--- src/rtl/hwc_pkg.sv ---
package hwc_pkg;
    localparam int OFS_W  = 8;
    localparam int DATA_W = 32;

    localparam logic [OFS_W-1:0] RO_LIMIT    = 8'h80;
    localparam logic [OFS_W-1:0] OFS_ID      = 8'h00;
    localparam logic [OFS_W-1:0] OFS_ELAPSED = 8'h04;
    localparam logic [OFS_W-1:0] OFS_HTOTAL  = 8'h08;
    localparam logic [OFS_W-1:0] OFS_RUN     = 8'h0C;
    localparam logic [OFS_W-1:0] OFS_PEND    = 8'h10;
    localparam logic [OFS_W-1:0] OFS_STAMP   = 8'h14;
    localparam logic [OFS_W-1:0] OFS_DATA    = 8'h84;
    localparam logic [OFS_W-1:0] OFS_FCLR    = 8'h90;
    localparam logic [OFS_W-1:0] OFS_HALT    = 8'hA0;
    localparam logic [OFS_W-1:0] OFS_FAST    = 8'hC0;

    typedef enum logic [3:0] {
        RG_NONE, RG_ID, RG_ELAPSED, RG_HTOTAL, RG_RUN, RG_PEND,
        RG_STAMP, RG_DATA, RG_FCLR, RG_HALT, RG_FAST
    } reg_sel_e;
endpackage

--- src/rtl/hwc_decode.sv ---
module hwc_decode
    import hwc_pkg::*;
(
    input  logic [OFS_W-1:0] ofs_i,
    output reg_sel_e         sel_o,
    output logic             ro_o
);
    always_comb begin
        ro_o = (ofs_i < RO_LIMIT);
        case (ofs_i)
            OFS_ID:      sel_o = RG_ID;
            OFS_ELAPSED: sel_o = RG_ELAPSED;
            OFS_HTOTAL:  sel_o = RG_HTOTAL;
            OFS_RUN:     sel_o = RG_RUN;
            OFS_PEND:    sel_o = RG_PEND;
            OFS_STAMP:   sel_o = RG_STAMP;
            OFS_DATA:    sel_o = RG_DATA;
            OFS_FCLR:    sel_o = RG_FCLR;
            OFS_HALT:    sel_o = RG_HALT;
            OFS_FAST:    sel_o = RG_FAST;
            default:     sel_o = RG_NONE;
        endcase
    end
endmodule

--- src/rtl/hwc_pending.sv ---
module hwc_pending #(
    parameter int NIRQ  = 16,
    parameter int NUM_W = 5,
    localparam int IDX_W = $clog2(NIRQ)
) (
    input  logic             clk,
    input  logic             rst_n,
    input  logic             irq_v_i,
    input  logic [NUM_W-1:0] irq_num_i,
    input  logic             take_v_i,
    input  logic [IDX_W-1:0] take_num_i,
    output logic [NIRQ-1:0]  pend_o,
    output logic             irq_ok_o,
    output logic             irq_bad_o
);
    typedef struct packed {
        logic [NIRQ-1:0] pend;
        logic            bad;
    } pend_st_t;

    pend_st_t st_d, st_q;
    logic [NIRQ-1:0] set_vec, clr_vec;

    assign irq_ok_o = irq_v_i && (irq_num_i < NUM_W'(NIRQ));

    for (genvar i = 0; i < NIRQ; i++) begin : g_bit
        assign set_vec[i] = irq_ok_o && (irq_num_i == NUM_W'(i));
        assign clr_vec[i] = take_v_i && (take_num_i == IDX_W'(i));
    end

    always_comb begin
        st_d      = st_q;
        st_d.pend = (st_q.pend & ~clr_vec) | set_vec;
        st_d.bad  = irq_v_i && !irq_ok_o;
    end

    always_ff @(posedge clk or negedge rst_n) begin
        if (!rst_n) st_q <= '0;
        else        st_q <= st_d;
    end

    assign pend_o    = st_q.pend;
    assign irq_bad_o = st_q.bad;

    // an accepted arrival shows up in the vector next cycle
    p_pend_set_r3: assert property (@(posedge clk) disable iff (!rst_n)
        irq_ok_o |=> pend_o[$past(irq_num_i[IDX_W-1:0])]);
    // an out-of-range arrival alone leaves the vector untouched
    p_bad_hold_r5: assert property (@(posedge clk) disable iff (!rst_n)
        (irq_v_i && !irq_ok_o && !take_v_i) |=> $stable(pend_o));
    // a take without a same-number arrival clears the bit
    p_take_clr_r6: assert property (@(posedge clk) disable iff (!rst_n)
        (take_v_i && !(irq_ok_o && irq_num_i[IDX_W-1:0] == take_num_i))
        |=> !pend_o[$past(take_num_i)]);
endmodule

--- src/rtl/hwc_cycles.sv ---
module hwc_cycles #(
    parameter int CNT_W = 32
) (
    input  logic             clk,
    input  logic             rst_n,
    input  logic             halt_enter_i,
    input  logic             wake_i,
    input  logic             halted_i,
    output logic [CNT_W-1:0] elapsed_o,
    output logic [CNT_W-1:0] total_o,
    output logic [CNT_W-1:0] stamp_o,
    output logic [CNT_W-1:0] run_o
);
    typedef struct packed {
        logic [CNT_W-1:0] elapsed;
        logic [CNT_W-1:0] total;
        logic [CNT_W-1:0] stamp;
    } cyc_st_t;

    cyc_st_t st_d, st_q;

    always_comb begin
        st_d         = st_q;
        st_d.elapsed = st_q.elapsed + CNT_W'(1);
        if (halt_enter_i) st_d.stamp = st_q.elapsed;
        if (wake_i)       st_d.total = st_q.total + (st_q.elapsed - st_q.stamp);
    end

    always_ff @(posedge clk or negedge rst_n) begin
        if (!rst_n) st_q <= '0;
        else        st_q <= st_d;
    end

    assign elapsed_o = st_q.elapsed;
    assign total_o   = st_q.total;
    assign stamp_o   = st_q.stamp;
    assign run_o     = halted_i ? (st_q.stamp - st_q.total)
                                : (st_q.elapsed - st_q.total);

    // the halted total only moves on a wake
    p_total_hold_r10: assert property (@(posedge clk) disable iff (!rst_n)
        !wake_i |=> $stable(total_o));
    // the halting store captures the free-running count
    p_stamp_r10: assert property (@(posedge clk) disable iff (!rst_n)
        halt_enter_i |=> stamp_o == $past(elapsed_o));
    // run cycles stand still across a parked stretch
    p_run_frozen_r11: assert property (@(posedge clk) disable iff (!rst_n)
        (halted_i && $past(halted_i)) |-> $stable(run_o));
endmodule

--- src/rtl/halt_wake_ctl.sv ---
module halt_wake_ctl
    import hwc_pkg::*;
#(
    parameter int CPU_ID = 3,
    parameter int NIRQ   = 16,
    parameter int NUM_W  = 5,
    parameter int LVL_W  = 4,
    parameter int CNT_W  = 32,
    localparam int IDX_W = $clog2(NIRQ)
) (
    input  logic              clk,
    input  logic              rst_n,
    input  logic              bus_req,
    input  logic              bus_we,
    input  logic [OFS_W-1:0]  bus_addr,
    input  logic [DATA_W-1:0] bus_wdata,
    output logic              rsp_valid,
    output logic              rsp_err,
    output logic [DATA_W-1:0] rsp_rdata,
    input  logic              irq_valid,
    input  logic [NUM_W-1:0]  irq_num,
    input  logic              irq_take,
    input  logic [IDX_W-1:0]  irq_take_num,
    output logic              core_step_en,
    output logic              halted,
    output logic [LVL_W-1:0]  irq_level,
    output logic              irq_invalid,
    output logic [NIRQ-1:0]   pending
);
    localparam int HALT_BIT = 8;

    typedef struct packed {
        logic              halted;
        logic [LVL_W-1:0]  level;
        logic [DATA_W-1:0] data;
        logic [DATA_W-1:0] fast;
        logic              rv;
        logic              rerr;
        logic [DATA_W-1:0] rdata;
    } top_st_t;

    top_st_t st_d, st_q;
    reg_sel_e sel;
    logic ro, irq_ok;
    logic wr, wr_ok, ro_bad, halt_wr, halt_enter, wake;
    logic [CNT_W-1:0] elapsed, total, stamp, run;
    logic [DATA_W-1:0] rmux;

    hwc_decode u_dec (.ofs_i(bus_addr), .sel_o(sel), .ro_o(ro));

    hwc_pending #(.NIRQ(NIRQ), .NUM_W(NUM_W)) u_pend (
        .clk(clk), .rst_n(rst_n),
        .irq_v_i(irq_valid), .irq_num_i(irq_num),
        .take_v_i(irq_take), .take_num_i(irq_take_num),
        .pend_o(pending), .irq_ok_o(irq_ok), .irq_bad_o(irq_invalid)
    );

    hwc_cycles #(.CNT_W(CNT_W)) u_cyc (
        .clk(clk), .rst_n(rst_n),
        .halt_enter_i(halt_enter), .wake_i(wake), .halted_i(st_q.halted),
        .elapsed_o(elapsed), .total_o(total), .stamp_o(stamp), .run_o(run)
    );

    always_comb begin
        rmux = '0;
        case (sel)
            RG_ID:      rmux = DATA_W'(CPU_ID);
            RG_ELAPSED: rmux = DATA_W'(elapsed);
            RG_HTOTAL:  rmux = DATA_W'(total);
            RG_RUN:     rmux = DATA_W'(run);
            RG_PEND:    rmux = DATA_W'(pending);
            RG_STAMP:   rmux = DATA_W'(stamp);
            RG_DATA:    rmux = st_q.data;
            RG_FAST:    rmux = st_q.fast;
            RG_HALT: begin
                rmux[LVL_W-1:0] = st_q.level;
                rmux[HALT_BIT]  = st_q.halted;
            end
            default:    rmux = '0;
        endcase
    end

    always_comb begin
        wr         = bus_req && bus_we;
        ro_bad     = wr && ro;
        wr_ok      = wr && !ro;
        halt_wr    = wr_ok && (sel == RG_HALT);
        wake       = st_q.halted && irq_ok;
        halt_enter = halt_wr && !irq_ok && !st_q.halted;

        st_d = st_q;
        if (irq_ok)       st_d.halted = 1'b0;
        else if (halt_wr) st_d.halted = 1'b1;
        if (halt_wr) st_d.level = bus_wdata[LVL_W-1:0];
        if (wr_ok && sel == RG_DATA) st_d.data = bus_wdata;
        if (wr_ok && sel == RG_FAST) st_d.fast = bus_wdata;
        if (wr_ok && sel == RG_FCLR) st_d.fast = '0;
        st_d.rv    = bus_req;
        st_d.rerr  = ro_bad;
        st_d.rdata = (bus_req && !bus_we) ? rmux : '0;
    end

    always_ff @(posedge clk or negedge rst_n) begin
        if (!rst_n) st_q <= '0;
        else        st_q <= st_d;
    end

    assign rsp_valid    = st_q.rv;
    assign rsp_err      = st_q.rerr;
    assign rsp_rdata    = st_q.rdata;
    assign halted       = st_q.halted;
    assign core_step_en = !st_q.halted;
    assign irq_level    = st_q.level;

    // the halt flag only rises after an accepted halting store
    p_halt_cause_r2: assert property (@(posedge clk) disable iff (!rst_n)
        $rose(halted) |-> $past(halt_wr));
    // the level follows the low bits of the halting store
    p_level_load_r2: assert property (@(posedge clk) disable iff (!rst_n)
        halt_wr |=> irq_level == $past(bus_wdata[LVL_W-1:0]));
    // a valid arrival while parked restarts the core
    p_wake_r4: assert property (@(posedge clk) disable iff (!rst_n)
        (halted && irq_ok) |=> core_step_en);
    // the arrival wins over a simultaneous halting store
    p_race_r7: assert property (@(posedge clk) disable iff (!rst_n)
        (halt_wr && irq_ok) |=> !halted);
    // a refused store leaves the writable state alone
    p_ro_keep_r8: assert property (@(posedge clk) disable iff (!rst_n)
        (wr && ro) |=> rsp_err && $stable(irq_level) && $stable(st_q.data) && $stable(st_q.fast));
    // response exactly one cycle after each request
    p_rsp_r9: assert property (@(posedge clk) disable iff (!rst_n)
        bus_req |=> rsp_valid);
    p_norsp_r9: assert property (@(posedge clk) disable iff (!rst_n)
        !bus_req |=> !rsp_valid);
endmodule

--- config.mk ---
export PLATFORM = sky130hd
export DESIGN_NAME = halt_wake_ctl
export DESIGN_NICKNAME = d
export VERILOG_FILES = /design/src/rtl/hwc_pkg.sv /design/src/rtl/hwc_decode.sv /design/src/rtl/hwc_pending.sv /design/src/rtl/hwc_cycles.sv /design/src/rtl/halt_wake_ctl.sv
export SDC_FILE = /design/constraint.sdc
export NUM_CORES = 1
export LEC_CHECK = 0
export ABC_CLOCK_PERIOD_IN_PS = 5000
export CAP_MARGIN = 20
export CORE_MARGIN = 2
export CORE_UTILIZATION = 41
export CTS_CLUSTER_DIAMETER = 60
export DETAILED_ROUTE_END_ITERATION = 10
export GPL_ROUTABILITY_DRIVEN = 0
export RECOVER_POWER = 100
export SKIP_CTS_REPAIR_TIMING = 1
export SLEW_MARGIN = 10
export SYNTH_ARGS = -nofsm -noshare
export SYNTH_HDL_FRONTEND = slang
export SYNTH_SLANG_ARGS = --single-unit
--- constraint.sdc ---
create_clock -name clk -period 5 [get_ports clk]
set_input_delay 0.5 -clock clk [delete_from_list [all_inputs] [get_ports clk]]
set_output_delay 0.5 -clock clk [all_outputs]
set_load 0.1 [all_outputs]
==> flow_summary.yaml, run 1 <==
placed_design:
  port_buffers: 111
  dp_hpwl_um: 29100
sta:
  slew_headroom_pct: -58.8
  hold_violations: 0
  setup_viol: 0
  worst_pin_slew_ns: 2.38
  final.setup_skew_ns: 0.0155
  min_period_over_period_pct: 86.2
  setup_tns_ns: 0
  drv_slew: 253
  rsz0062_at_grt: "false"
  timing.fmax_mhz: 232
  period_minus_slack_ns: 4.31
logic_synthesis:
  seq_area_frac_synth_pct: 38.9
  yosysTopAreaCellShare_pct: 38.9
  async_flop_share_pct: 100
  synth_edf_count: 0
  yosys-top-cells-area: "dfrtp_1 (39%), ha_1 (6.5%), nand2_1 (5.2%)"
  ys.flop_type: "dfrtp_1"
  syn_inst: 1495
  syn_nets: 1654
  avgSynthCellArea_um2: 9.30
  yosysUniqueCellTypes: 70
  netlist_area_mm2: 0.0139
  synth-seq-cells: 216
  yosysTopAreaCell: "dfrtp_1"
  ys.warnings.count: 0
power_and_ir_drop:
  seq_power_share_pct: 27.7
  total_leakage_power_nw: 7.53
  p_switching_mw: 2.82
  combinationalPowerShare_pct: 43.4
  ir_worst_vdd_v: 0.000311
  p_clk_share_pct: 28.9
  power_density_mw_per_mm2: 446
  swShare_pct: 39.4
  p_int_mw: 4.33
drt:
  drc_errors: 0
  vias: 11311
  ant_nets: 0
  wl_um: 39100
  wl_per_cell_um: 19.4
  first_iter_violations: 1131
  viasPerCell: 5.60
  dr.pass1.iters: 6
cts:
  clock_sinks: 216
  cts.path.max_buffers: 3
  cts_root_buf: "clkbuf_16"
  path_clk_slew_ns: 0.06
  worstSkewPairLatency_ns: 0.53
  htreeDepth: 1
  cts_tree: "yes"
  numCtsBuffers: 27
floorplan:
  die_y_um: 188
  die_w_um: 188
  io_pins: 112
  core_mm2: 0.0334
  die_area_mm2: 0.0354
  start_util_pct: 41.6
  rows: 67
critical_path:
  worstPathRequired_ns: 5.43
  path_class: "reg -> reg"
  crit_path_start_kind: "flop"
  cp_max_fo: 53
  end_kind: "flop"
  crit_arrival_ns: 4.74
grt:
  grt_max_degree: 124
  grt_pass1_wl_um: 62500
  antenna_found_initial: 0
  track_usage_pct: 22.2
  overflow: 0
  grt_pass1_vias: 10982
finish:
  area_growth_pct: 15.2
  drive_gt1_share_pct: 7.19
  diodes: 0
  utilization_pct: 47.9
  n_fill_cell: 3162
  fin_nets: 1711
status:
  status: "finished, violations left"
  violations: "capacitance limit, slew limit"
flow_run:
  max-cap-violations: 3
hold_path:
  hp-class: "reg -> reg"
power by group through the flow:
| stage | registers, mW | logic [mW] | clock network (mW) |
|---|---|---|---|
| after CTS | 1.99 | 3.07 | 2.11 |
| final | 1.98 | 3.10 | 2.07 |
| after detailed placement | 2.02 | 3.04 | 0 |
| after global placement | 2.01 | 3.02 | 0 |
| after global routing | 2.00 | 3.42 | 2.19 |
| after floorplan | 2.18 | 2.14 | 0 |
state kept, by name, summed over array words and instances, names as in the netlist:
name              count
u_cyc.total_o        32
st_q                 64
rsp_err               1
halted                1
u_pend.pend_o        16
u_pend.irq_bad_o      1
irq_level             4
u_cyc.elapsed_o      32
rsp_valid             1
u_cyc.stamp_o        32
rsp_rdata            32
metal layers:
| layer | global-route usage [%] | share of wire, % | vias up |
|---|---|---|---|
| li1 | - | - | 5355 |
| met1 | 35.6 | 50 | 5464 |
| met2 | 31.8 | 41 | 456 |
| met3 | 2.66 | 7.8 | 36 |
| met4 | 4.51 | 1.4 | 0 |
| met5 | 0 | 0 | - |
cell type report:
cell class                 instances  area (µm²)  area share, %
multi-input combinational       1039        7370           46.0
sequential                       216        5410           33.7
timing repair buffer             128        1210           7.57
clock buffer                      32         734           4.58
tap                              448         561           3.50
inverter                         140         526           3.28
clock inverter                    17         219           1.37
synthesized netlist by cell type, types with 10 or more instances:
master and instances:
nor3_1 12, nand3_1 24, and3_1 18, a21oi_1 83
ha_1 72, a222oi_1 25, nand3b_1 10, nand2_1 192
a22oi_1 12, dfrtp_1 216, xor2_1 25, fa_1 32
o22ai_1 15, clkbuf_1 36, xnor2_1 64, nand4_1 12
inv_1 140, a211oi_1 11, o21ai_0 119, mux2_2 37
a31oi_1 12, buf_4 36, buf_2 19, nor2_1 42
o21a_1 10, o21ai_1 33, a21o_1 33, a22o_1 39
cell usage in the layout, fill, tap and decap left out, types with 13 or more instances in the layout:
cell type / Yosys / routed
a21oi_1: 83 / 83
fa_1: 32 / 32
a21o_1: 33 / 33
xnor2_1: 64 / 64
inv_1: 140 / 140
a22o_1: 39 / 39
clkbuf_16: 0 / 27
ha_1: 72 / 72
a222oi_1: 25 / 25
clkdlybuf4s50_1: 0 / 50
nor2_1: 42 / 42
o22ai_1: 15 / 15
xor2_1: 25 / 25
mux2_2: 37 / 37
a221oi_1: 5 / 13
nand3_1: 24 / 24
dlygate4sd3_1: 0 / 60
o21ai_0: 119 / 150
and3_1: 18 / 18
dfrtp_1: 216 / 216
nand2_1: 192 / 193
cell families after synthesis:
family,count (synthesis),synth area share [%]
buf+inv,240,7.74
compound gates,448,21.5
simple gates,357,12.0
flops,216,38.9
mux,41,3.29
fa+ha+maj,104,11.1
xor+xnor,89,5.60
final timing paths:
path	slack, ns	startpoint	cells after the start	endpoint
hold reg to reg	0.50	u_cyc.elapsed_o[27]$_DFF_PN0_	1	u_cyc.elapsed_o[27]$_DFF_PN0_
setup / recovery	0.69	halted$_DFFE_PN0P_	12	rsp_rdata[28]$_DFF_PN0_
min in group asynchronous	0.70	rst_n	1	st_q[71]$_DFFE_PN0P_
max in group asynchronous	1.46	rst_n	2	rsp_rdata[25]$_DFF_PN0_
setup reg to reg	0.69	halted$_DFFE_PN0P_	12	rsp_rdata[28]$_DFF_PN0_
hold / removal	0.50	u_cyc.elapsed_o[27]$_DFF_PN0_	1	u_cyc.elapsed_o[27]$_DFF_PN0_
critical path, stage by stage, from the launching register on:
cell,delay [ns]
dfrtp_1,0.64
buf_4,0.55
mux2i_1,0.19
ha_1,0.22
fa_1,0.42
o21ai_0,0.47
a211o_1,0.27
o21ai_0,0.20
and2_0,0.23
o31ai_1,0.53
a221oi_1,0.17
xor2_1,0.17
o22ai_1,0.14
stage by stage:
stage	worst slack (ns)	hold slack (ns)	instance area [µm²]	std cells	power, mW
floorplan	0.586	0.204	13900	1495	4.32
global placement	0.961	0.483	15200	1971	5.03
detailed placement	0.860	0.487	15200	1971	5.06
CTS	0.848	0.0234	16100	2020	7.17
global route	0.422	0.515	16000	2020	7.61
finish	0.691	0.499	16000	2020	7.15
Note: power is estimated with default switching activity, not from simulation.
==> inputs of run 2 (changes only) <==
--- a/config.mk
+++ b/config.mk
@@ -5,6 +5,7 @@
 export SDC_FILE = /design/constraint.sdc
 export NUM_CORES = 1
 export LEC_CHECK = 0
+export ABC_AREA = 1
 export ABC_CLOCK_PERIOD_IN_PS = 5000
 export CAP_MARGIN = 20
 export CORE_MARGIN = 2
==> run 2 against run 1 <==
Against the previous run: the run still ends with capacitance limit, slew limit left; cell area rose by 13%; critical endpoint is now st_q[91]$_DFFE_PN0P_; flip-flop and latch count did not move; global-route usage rose by 2.8 points; combinational power rose by 6%; clock power rose by 7%; fmax rose by 17%; first-iteration DRC count rose by 23%.
==> flow_summary.yaml, run 2 <==
grt:
  grt_pass1_vias: 14539
  met3_usage_pct: 4.44
  use_met1_pct: 37.7
  overflow: 0
  met2_usage_pct: 36.5
  grt_max_degree: 75
  track_usage_pct: 25.0
  grt_pass1_wl_um: 80200
  busiest_layer: "met1"
  antenna_found_initial: 0
finish:
  layoutNonFillerInstCount: 2865
  largest_reg_flops: 64
  fin_nets: 2492
  largest-register: "st_q"
  utilization_pct: 47.9
  layout_common_cells: "nand2_1 (710), inv_1 (397), dfrtp_1 (215)"
  drive_gt1_share_pct: 4.12
  final_common_cell: "nand2_1"
  seq_area_mm2: 0.00541
  n_fill_cell: 3835
  area_growth_pct: 14.6
  diodes: 0
  multi_input_area_mm2: 0.00826
  design_area_mm2: 0.0181
critical_path:
  path_buf_inv: 3
  crit_arrival_ns: 4.14
  cpLargestDelayFamily: "buffers and inverters"
  r2r_end: "u_cyc.stamp_o[25]$_DFFE_PN0P_"
  worstPathRequired_ns: 5.45
  path_class: "in -> reg"
  worst-path-stages: 9
  crit_path_start_kind: "primary input"
  path_cells: "dlygate4sd3_1, nor2_1, nand3_1, nor3_4, clkbuf_1, nand2_1, buf_12, nand2_1, o21ai_0"
  worst_path_largest_cell_delay_ns: 1.14
  crit_top_cell: "nand2_1"
  worstSetupEndpoint: "st_q[91]$_DFFE_PN0P_"
  r2r_cells: 4
  cp_max_fo: 50
  ff2ff_setup_slack_ns: 1.44
  timing.rr.start: "halted$_DFFE_PN0P_"
  end_kind: "flop"
  critPathSlowestCell: "clkbuf_1"
  startpoint: "bus_addr[1]"
cts:
  worstSkewPairLatency_ns: 0.57
  cts.path.max_buffers: 3
  htreeDepth: 1
  cts_tree: "yes"
  cts_root_buf: "clkbuf_16"
  clock_sinks: 216
  numCtsBuffers: 30
  path_clk_slew_ns: 0.06
status:
  status: "finished, violations left"
  violations: "capacitance limit, slew limit"
hold_path:
  hp-class: "in -> async"
logic_synthesis:
  yosysMostFrequentCell: "nand2_1"
  syn_inst: 2264
  async_flop_share_pct: 100
  ys.flop_type: "dfrtp_1"
  seq_area_frac_synth_pct: 34.2
  yosysTopAreaCell: "dfrtp_1"
  yosysUniqueCellTypes: 40
  yosys-top-cells-area: "dfrtp_1 (34%), nand2_1 (17%), inv_1 (9.4%)"
  ys.warnings.count: 0
  synth_edf_count: 0
  synth_common_cells: "nand2_1 (710), inv_1 (397), dfrtp_1 (216)"
  synth-seq-cells: 216
  syn_nets: 2423
  netlist_area_mm2: 0.0158
  avgSynthCellArea_um2: 6.97
  yosysTopAreaCellShare_pct: 34.2
sta:
  min_period_over_period_pct: 73.8
  final.setup_skew_ns: 0.0170
  postLayoutSetupSlackWorst_ns: 1.31
  worst_pin_slew_ns: 1.82
  slew_headroom_pct: -21.3
  fin_hold_ws_ns: 0.472
  hold_violations: 0
  drv_slew: 250
  setup_viol: 0
  timing.fmax_mhz: 271
  period_minus_slack_ns: 3.69
  setup_tns_ns: 0
  rsz0062_at_grt: "false"
drt:
  ant_nets: 0
  viasPerCell: 5.20
  wl_per_cell_um: 17.5
  drc_errors: 0
  vias: 14893
  first_iter_violations: 1392
  dr.pass1.iters: 6
  wl_um: 50000
placed_design:
  port_buffers: 111
  placed_area_mm2: 0.0172
  place_inst: 2809
  dp_slack_ns: 1.65
  dp_hpwl_um: 39200
floorplan:
  die_y_um: 200
  start_util_pct: 41.8
  io_pins: 112
  die_w_um: 200
  rows: 71
  die_area_mm2: 0.0401
  core_mm2: 0.0378
power_and_ir_drop:
  power_density_mw_per_mm2: 413
  finalPower_mw: 7.47
  ir_worst_vdd_v: 0.000213
  total_leakage_power_nw: 9.40
flow_run:
  max-cap-violations: 5
run 2: worst min-delay path by stage:
stage	to	cells after the start	from
floorplan	halted$_DFFE_PN0P_	0	rst_n
global placement	st_q[34]$_DFFE_PN0P_	2	st_q[34]$_DFFE_PN0P_
detailed placement	st_q[34]$_DFFE_PN0P_	2	st_q[34]$_DFFE_PN0P_
CTS	u_pend.pend_o[15]$_DFF_PN0_	1	rst_n
global route	u_cyc.total_o[27]$_DFFE_PN0P_	2	u_cyc.total_o[27]$_DFFE_PN0P_
finish	u_pend.pend_o[15]$_DFF_PN0_	2	rst_n
run 2: final cells by class:
class                   instances  area share (%)
well taps                     511            3.53
multi-input cells            1556            45.7
clock inverters                16            1.03
clock buffers                  37            4.69
repair buffers                125            6.83
flip-flops and latches        216            29.9
inverters                     404            8.38
run 2: cells by family after synthesis:
| kind of cell | Yosys count | share of synthesized area (%) |
|---|---|---|
| compound gates | 357 | 13.3 |
| xor+xnor | 46 | 2.55 |
| fa+ha+maj | 104 | 9.76 |
| buf+inv | 492 | 12.7 |
| flops | 216 | 34.2 |
| simple gates | 1049 | 27.4 |
run 2: worst register-to-register path, stage by stage, from the launching register on:
cell and delay, ns:
dfrtp_2 1.02, inv_1 0.25, nand3_1 0.41, clkbuf_1 1.35, o21ai_0 0.32
run 2: report_power, final:
part	total, mW	internal (mW)	leakage, nW	switching (mW)
Combinational	3.28	1.02	5.97	2.26
Clock	2.22	1.36	0.519	0.854
Sequential	1.98	1.88	2.91	0.0984
run 2: metal layers:
layer | part of all wire (%) | routed length (µm)
met5 | 0 | 0
met2 | 41 | 20600
met1 | 47 | 23700
met4 | 2.3 | 1170
met3 | 9.2 | 4580
==> inputs of run 3 (changes only) <==
--- a/config.mk
+++ b/config.mk
@@ -6,7 +6,7 @@
 export NUM_CORES = 1
 export LEC_CHECK = 0
 export ABC_AREA = 1
-export ABC_CLOCK_PERIOD_IN_PS = 5000
+export ABC_CLOCK_PERIOD_IN_PS = 3800
 export CAP_MARGIN = 20
 export CORE_MARGIN = 2
 export CORE_UTILIZATION = 41
==> constraint.sdc (replaced) <==
create_clock -name clk -period 3.8 [get_ports clk]
set_input_delay 0.38 -clock clk [delete_from_list [all_inputs] [get_ports clk]]
set_output_delay 0.38 -clock clk [all_outputs]
set_load 0.1 [all_outputs]
==> run 3 against run 2 <==
Against the previous run: the flow still finishes with violations (capacitance limit, slew limit); sequential power rose by 32%; worst hold slack got worse by 0.11 ns; flip-flop and latch count did not move; die area did not move; critical path depth fell by 6; first-iteration DRC count fell by 1.0%; clock power rose by 32%; wire length barely moved; clock skew fell by 0.0025 ns; sequential share of layout area barely moved; core utilization barely moved; largest power group unchanged.
==> flow_summary.yaml, run 3 (same netlist as run 2, synthesis figures left out) <==
placed_design:
  port_buffers: 111
  placed_area_mm2: 0.0172
  place_inst: 2820
  dp_hpwl_um: 39100
status:
  status: "finished, violations left"
  violations: "capacitance limit, slew limit"
sta:
  min_period_over_period_pct: 84.5
  rsz0062_at_grt: "false"
  worst_pin_slew_ns: 1.72
  setup_tns_ns: 0
  drv_slew: 141
  period_minus_slack_ns: 3.21
  setup_viol: 0
  slew_headroom_pct: -14.4
  fin_hold_ws_ns: 0.364
  final.setup_skew_ns: 0.0145
  hold_violations: 0
  timing.fmax_mhz: 311
critical_path:
  worstPathRequired_ns: 3.42
  crit_path_start_kind: "flop"
  path_cells: "buf_4, inv_1, dlygate4sd3_1"
  critPathSlowestCell: "dlygate4sd3_1"
  end_kind: "output port"
  cp_max_fo: 59
  crit_arrival_ns: 2.83
  path_class: "reg -> out"
  worst_path_largest_cell_delay_ns: 1.25
grt:
  overflow: 0
  grt_max_degree: 107
  track_usage_pct: 24.9
  antenna_found_initial: 0
  grt_pass1_wl_um: 79500
  grt_pass1_vias: 14362
finish:
  largest_reg_flops: 64
  utilization_pct: 47.9
  multi_input_area_mm2: 0.00824
  largest-register: "st_q"
  seq_area_mm2: 0.00541
  area_growth_pct: 14.7
  n_fill_cell: 3868
  fin_nets: 2502
  final_common_cell: "nand2_1"
  drive_gt1_share_pct: 4.02
  layoutNonFillerInstCount: 2877
  layout_common_cells: "nand2_1 (710), inv_1 (399), dfrtp_1 (216)"
  diodes: 0
  design_area_mm2: 0.0181
cts:
  cts_root_buf: "clkbuf_16"
  path_clk_slew_ns: 0.06
  cts_tree: "yes"
  numCtsBuffers: 30
  worstSkewPairLatency_ns: 0.58
  htreeDepth: 1
  clock_sinks: 216
  cts.path.max_buffers: 3
floorplan:
  rows: 71
  start_util_pct: 41.8
  die_y_um: 200
  io_pins: 112
  die_area_mm2: 0.0401
  die_w_um: 200
  core_mm2: 0.0378
drt:
  wl_per_cell_um: 17.4
  wl_um: 50100
  viasPerCell: 5.20
  ant_nets: 0
  vias: 14968
  first_iter_violations: 1378
  drc_errors: 0
  dr.pass1.iters: 5
power_and_ir_drop:
  power_density_mw_per_mm2: 545
  total_leakage_power_nw: 9.40
  ir_worst_vdd_v: 0.000334
flow_run:
  max-cap-violations: 3
hold_path:
  hp-class: "in -> reg"
run 3: per-stage QoR:
step	power [mW]	setup slack (ns)
floorplan	5.70	0.607
global placement	6.86	0.911
detailed placement	6.90	0.797
CTS	9.89	0.615
global route	10.6	0.432
finish	9.86	0.588
run 3: metal layers:
metal / global-route usage [%] / up-vias / share of wire [%]
met5: 0 / - / 0
li1: - / 7258 / -
met2: 36.4 / 569 / 41
met3: 3.12 / 97 / 8.3
met4: 7.84 / 0 / 3.2
met1: 37.9 / 7044 / 48
run 3: final cells by class:
| type | instances | area share (%) |
|---|---|---|
| multi-input cells | 1556 | 45.5 |
| flip-flops and latches | 216 | 29.9 |
| inverters | 404 | 8.38 |
| repair buffers | 135 | 6.94 |
| clock buffers | 42 | 4.96 |
| well taps | 511 | 3.53 |
| clock inverters | 13 | 0.816 |
run 3: final timing paths:
kind	start	endpoint	slack, ns	cells after the start
min reg2reg	u_cyc.total_o[17]$_DFFE_PN0P_	u_cyc.total_o[17]$_DFFE_PN0P_	0.48	2
min in group asynchronous	rst_n	u_pend.irq_bad_o$_DFF_PN0_	0.43	2
max in group asynchronous	rst_n	st_q[96]$_DFFE_PN0P_	1.24	3
min	irq_valid	u_pend.irq_bad_o$_DFF_PN0_	0.36	3
max reg2reg	u_cyc.elapsed_o[0]$_DFF_PN0_	u_cyc.total_o[18]$_DFFE_PN0P_	0.74	16
max	halted$_DFFE_PN0P_	core_step_en	0.59	3
run 3: power breakdown:
part	switching [mW]	internal (mW)	total, mW
combinational	2.97	1.34	4.31
sequential	0.127	2.48	2.61
clock	1.16	1.79	2.94
total	4.25	5.61	9.86
run 3: worst max-delay path, delay by kind of cell (launching register included):
family / cells / cell delay [ns]
buf+inv: 3 / 1.80
flops: 1 / 0.44
